File: src/rtl/codec_req_pkg.sv
package codec_req_pkg;
    localparam int NUM_PEND = 2;
    localparam int NUM_PAIR = 2;
    localparam int NUM_DMA  = 4;

    localparam int CH_PCM_OUT = 0;
    localparam int CH_PCM_IN  = 1;
    localparam int CH_STR_OUT = 2;
    localparam int CH_STR_IN  = 3;

    typedef struct packed {
        logic                irq;
        logic [NUM_PEND-1:0] pend;
    } irq_state_t;

    typedef struct packed {
        logic req;
        logic evt;
    } chan_state_t;
endpackage

File: src/rtl/codec_irq_merge.sv
module codec_irq_merge
    import codec_req_pkg::*;
#(
    parameter int N_PEND = NUM_PEND,
    parameter int N_PAIR = NUM_PAIR
) (
    input  logic              clk,
    input  logic              rst_n,
    input  logic              pcm_ie,
    input  logic              warn_ie,
    input  logic              err_ie,
    input  logic [N_PEND-1:0] pend_set,
    input  logic [N_PEND-1:0] pend_clr,
    input  logic [N_PAIR-1:0] warn_src,
    input  logic [N_PAIR-1:0] err_src,
    output logic              irq,
    output logic [N_PEND-1:0] pend
);
    typedef struct packed {
        logic              irq;
        logic [N_PEND-1:0] pend;
    } st_t;

    st_t st_d, st_q;

    always_comb begin
        st_d = st_q;
        // a new event beats a clear arriving in the same cycle
        st_d.pend = (st_q.pend & ~pend_clr) | pend_set;
        st_d.irq  = (pcm_ie  & (|st_d.pend))
                  | (warn_ie & (|warn_src))
                  | (err_ie  & (|err_src));
    end

    always_ff @(posedge clk or negedge rst_n) begin
        if (!rst_n) begin
            st_q <= '0;
        end else begin
            st_q <= st_d;
        end
    end

    assign irq  = st_q.irq;
    assign pend = st_q.pend;
endmodule

File: src/rtl/codec_dma_chan.sv
module codec_dma_chan
    import codec_req_pkg::*;
#(
    parameter bit IS_EVENT = 1'b0
) (
    input  logic clk,
    input  logic rst_n,
    input  logic en,
    input  logic lvl,
    input  logic stb,
    input  logic ack,
    output logic req
);
    chan_state_t st_d, st_q;
    logic        taken;
    logic        cond;

    always_comb begin
        st_d  = st_q;
        taken = st_q.req & ack;
        if (IS_EVENT) begin
            st_d.evt = stb | (st_q.evt & ~taken);
            cond     = st_d.evt;
        end else begin
            st_d.evt = 1'b0;
            cond     = lvl;
        end
        // an accepted request always takes one low cycle
        st_d.req = en & cond & ~taken;
    end

    always_ff @(posedge clk or negedge rst_n) begin
        if (!rst_n) begin
            st_q <= '0;
        end else begin
            st_q <= st_d;
        end
    end

    assign req = st_q.req;
endmodule

File: src/rtl/codec_req_ctrl.sv
module codec_req_ctrl
    import codec_req_pkg::*;
#(
    parameter int               N_DMA    = NUM_DMA,
    parameter logic [N_DMA-1:0] EVT_MASK = 4'b1100
) (
    input  logic             clk,
    input  logic             rst_n,
    input  logic             pcm_ie,
    input  logic             warn_ie,
    input  logic             err_ie,
    input  logic             pcm_out_wr_stb,
    input  logic             pcm_in_rd_stb,
    input  logic [1:0]       pend_clr,
    input  logic             in_near_empty,
    input  logic             out_near_full,
    input  logic             in_empty,
    input  logic             out_full,
    input  logic             pcm_out_full,
    input  logic             pcm_in_empty,
    input  logic             strm_out_push,
    input  logic             strm_in_pop,
    input  logic [N_DMA-1:0] dma_en,
    input  logic [N_DMA-1:0] dma_ack,
    output logic             irq,
    output logic [N_DMA-1:0] dma_req,
    output logic [1:0]       pcm_pend
);
    logic [N_DMA-1:0] chan_lvl;
    logic [N_DMA-1:0] chan_stb;

    always_comb begin
        chan_lvl             = '0;
        chan_stb             = '0;
        chan_lvl[CH_PCM_OUT] = pcm_out_full;
        chan_lvl[CH_PCM_IN]  = pcm_in_empty;
        chan_stb[CH_STR_OUT] = strm_out_push;
        chan_stb[CH_STR_IN]  = strm_in_pop;
    end

    codec_irq_merge #(
        .N_PEND (2),
        .N_PAIR (2)
    ) u_irq (
        .clk      (clk),
        .rst_n    (rst_n),
        .pcm_ie   (pcm_ie),
        .warn_ie  (warn_ie),
        .err_ie   (err_ie),
        .pend_set ({pcm_in_rd_stb, pcm_out_wr_stb}),
        .pend_clr (pend_clr),
        .warn_src ({out_near_full, in_near_empty}),
        .err_src  ({out_full, in_empty}),
        .irq      (irq),
        .pend     (pcm_pend)
    );

    for (genvar ch = 0; ch < N_DMA; ch++) begin : g_chan
        codec_dma_chan #(
            .IS_EVENT (EVT_MASK[ch])
        ) u_chan (
            .clk   (clk),
            .rst_n (rst_n),
            .en    (dma_en[ch]),
            .lvl   (chan_lvl[ch]),
            .stb   (chan_stb[ch]),
            .ack   (dma_ack[ch]),
            .req   (dma_req[ch])
        );
    end
endmodule

File: config.mk
export PLATFORM = sky130hd
export DESIGN_NAME = codec_req_ctrl
export DESIGN_NICKNAME = d
export VERILOG_FILES = /design/src/rtl/codec_req_pkg.sv /design/src/rtl/codec_irq_merge.sv /design/src/rtl/codec_dma_chan.sv /design/src/rtl/codec_req_ctrl.sv
export SDC_FILE = /design/constraint.sdc
export NUM_CORES = 1
export LEC_CHECK = 0
export ABC_CLOCK_PERIOD_IN_PS = 2700
export CAP_MARGIN = 20
export CORE_AREA = 2 2 39 41
export CTS_CLUSTER_SIZE = 10
export DETAILED_ROUTE_END_ITERATION = 10
export DIE_AREA = 0 0 41 43
export DONT_BUFFER_PORTS = 1
export HOLD_SLACK_MARGIN = 0.1
export RECOVER_POWER = 50
export SLEW_MARGIN = 40
export SYNTH_ARGS = -nofsm -noshare
export SYNTH_HDL_FRONTEND = slang
export SYNTH_SLANG_ARGS = --single-unit
File: constraint.sdc
create_clock -name clk -period 2.7 [get_ports clk]
set_clock_uncertainty 0.15 [all_clocks]
set_input_delay 0.54 -clock clk [delete_from_list [all_inputs] [get_ports clk]]
set_output_delay 0.54 -clock clk [all_outputs]
set_load 0.1 [all_outputs]
==> metrics <==
final setup fails=0; Worst-Margin Slew=0.885 ns; status=completed; routed vias=248; Die Span X=41 um; Pre-antenna DRT Iters=2; Vias/cell=4.86; Final Instance Area=424 sq um; P&R area growth vs syn=14.1%; first-pass GRT wire length=a little under 1 mm; Fin Setup TNS=0 ns; per-cell routed wire length=13.3 um; Pleak=0.000187 uW; CTS H-tree lvls=1; CTS sink count=9; number of port buffers=0; fmax=535 MHz; Peak supply drop=~0.2 mV; # IOs=32; hold path cells=1; hold crit path type=primary input to flip-flop; Yosys reg bits=9; Max clock buf depth=2; fraction of layout instances using a drive strength above 1=37.1%; Routed WL=around 680 um; Die H=43 um; RSZ-0062 raised after global routing=no; Critical Setup Path Class=flip-flop to output pin; initial drt markers=2; number of cell rows=14; Worst path depth=0; clk_lat worst skew=about 0.26 ns; Worst slew margin=41.0%; initial antenna violation count=0; Syn Nets=56; power per cell area=783 nW/um^2; Cell Area, Placed=384 sq um; Root Buffer=clkbuf_4; CP arrival=1.18 ns; CTS buffer count=3; post-synthesis instance total=31; core area=around 1400 sq um; initial core utilization=26.9%; total track usage=9.10%; pin count of the biggest net entering global routing=10; pre-CTS setup slack=1.01 ns; PostCTS Resize Cnt=0; Antenna diodes=0; Final Max Slew Viols=0; vias in the first global route=~230; final worst setup slack=0.831 ns; mapped cell area=~370 sq um; routability congestion estimate=about 0.61; sequential element share of the synthesized area=between 60% and 70%; startpoint types=flip-flop; Setup Fix Bufs, Post-CTS=0; maxcap violations=0; DP HPWL=between 500 and 600 um; Avg Cell Area, Syn=12.0 sq um; cts-stage hold buffer count=1; Final Hold Vio Count=0; CTS tree=done; worst-case reg-to-reg path depth=3; min Tclk post-route=about 1.9 ns; Yosys warnings=0; die area=between 1500 and 2000 sq um; Antenna Nets Post-Route=0; Clock transition at path regs=approximately 0.06 ns; layout net count=between 60 and 70; WP data required=~2 ns; crit end category=output pin; Final period util=between 60% and 70%; crit-path max FO=2; Overflow after GRT=0; # DRC=0; post-synthesis cell type count=12
==> per-layer routing <==
metal,routed length [um],track usage (%),vias up
met5,0,0,-
met4,23,8.00,0
met3,119,6.28,4
met2,310,11.6,23
met1,223,9.54,110
li1,-,-,111
==> cells by family (layout without fill, tap and decap cells) <==
kind of cell | Yosys count | after routing | synth area share (%)
and+or+nand+nor | 11 | 11 | 17.5
DFF | 9 | 9 | 60.6
AOI/OAI and AO/OA | 7 | 7 | 13.8
buffers and inverters | 4 | 8 | 8.08
==> layout by cell type, fill, tap and decap left out <==
cell type	n
or2_2	2
nor2b_4	1
and3_1	2
o21ai_0	2
buf_4	3
nand2_1	4
a21oi_1	2
nor2b_1	1
dfrtp_1	6
a21o_1	2
clkbuf_1	1
clkbuf_4	3
nand3_1	1
o41ai_2	1
dlygate4sd3_1	1
dfrtp_2	3
==> through the flow <==
| step | power, uW | hold slack, ns | utilization, % | instances |
|---|---|---|---|---|
| 6_report | 332 | 0.204 | 30.7 | 51 |
| 5_1_grt | 351 | 0.198 | 30.7 | 51 |
| 4_1_cts | 338 | 0.197 | 30.4 | 51 |
| 3_5_place_dp | 229 | 0.0946 | 27.8 | 46 |
| 3_3_place_gp | 228 | 0.0946 | 27.8 | 46 |
| 2_1_floorplan | 227 | 0.0944 | - | 31 |
==> power by group <==
group	internal [uW]	leakage (uW)	switching [uW]
registers	144	0.0000989	40.2
logic	14.6	0.0000726	30.6
clock network	56.8	0.0000150	45.4
total	216	0.000187	116
==> final cells by class <==
| type | instances | area [sq um] |
|---|---|---|
| Clock buffer | 4 | 26.3 |
| Tap cell | 16 | 20.0 |
| Multi-Input combinational cell | 18 | 116 |
| Fill cell | 151 | 960 |
| Timing Repair Buffer | 4 | 32.5 |
| Sequential cell | 9 | 229 |
==> path summary, 6_finish.rpt <==
path / startpoint / end / slack [ns]
hold / removal: dma_ack[1] / g_chan[1].u_chan.req / 0.20
max in group asynchronous: rst_n / g_chan[1].u_chan.req / 1.59
setup reg to reg: u_irq.pend[1] / u_irq.irq / 1.23
hold reg to reg: g_chan[2].u_chan.st_q[0] / g_chan[2].u_chan.st_q[0] / 0.32
setup / recovery: g_chan[0].u_chan.req / dma_req[0] / 0.83
min in group asynchronous: rst_n / g_chan[2].u_chan.req / 0.49
==> Yosys cell counts <==
library cell	number	area share, %
dfrtp_1	9	61
buf_4	4	8.1
nand2_1	4	4.0
a21o_1	2	4.0
a21oi_1	2	2.7
and3_1	2	3.4
o21ai_0	2	2.7
or2_2	2	3.4
nand3_1	1	1.3
nor2b_1	1	1.7
nor2b_4	1	3.7
o41ai_2	1	4.4
==> flip-flops by register name, indices dropped and copies added, names as in the netlist <==
| signal | flops |
|---|---|
| g_chan.u_chan.req | 4 |
| g_chan.u_chan.st_q | 2 |
| u_irq.irq | 1 |
| u_irq.pend | 2 |
(Power assumes the default switching activity.)
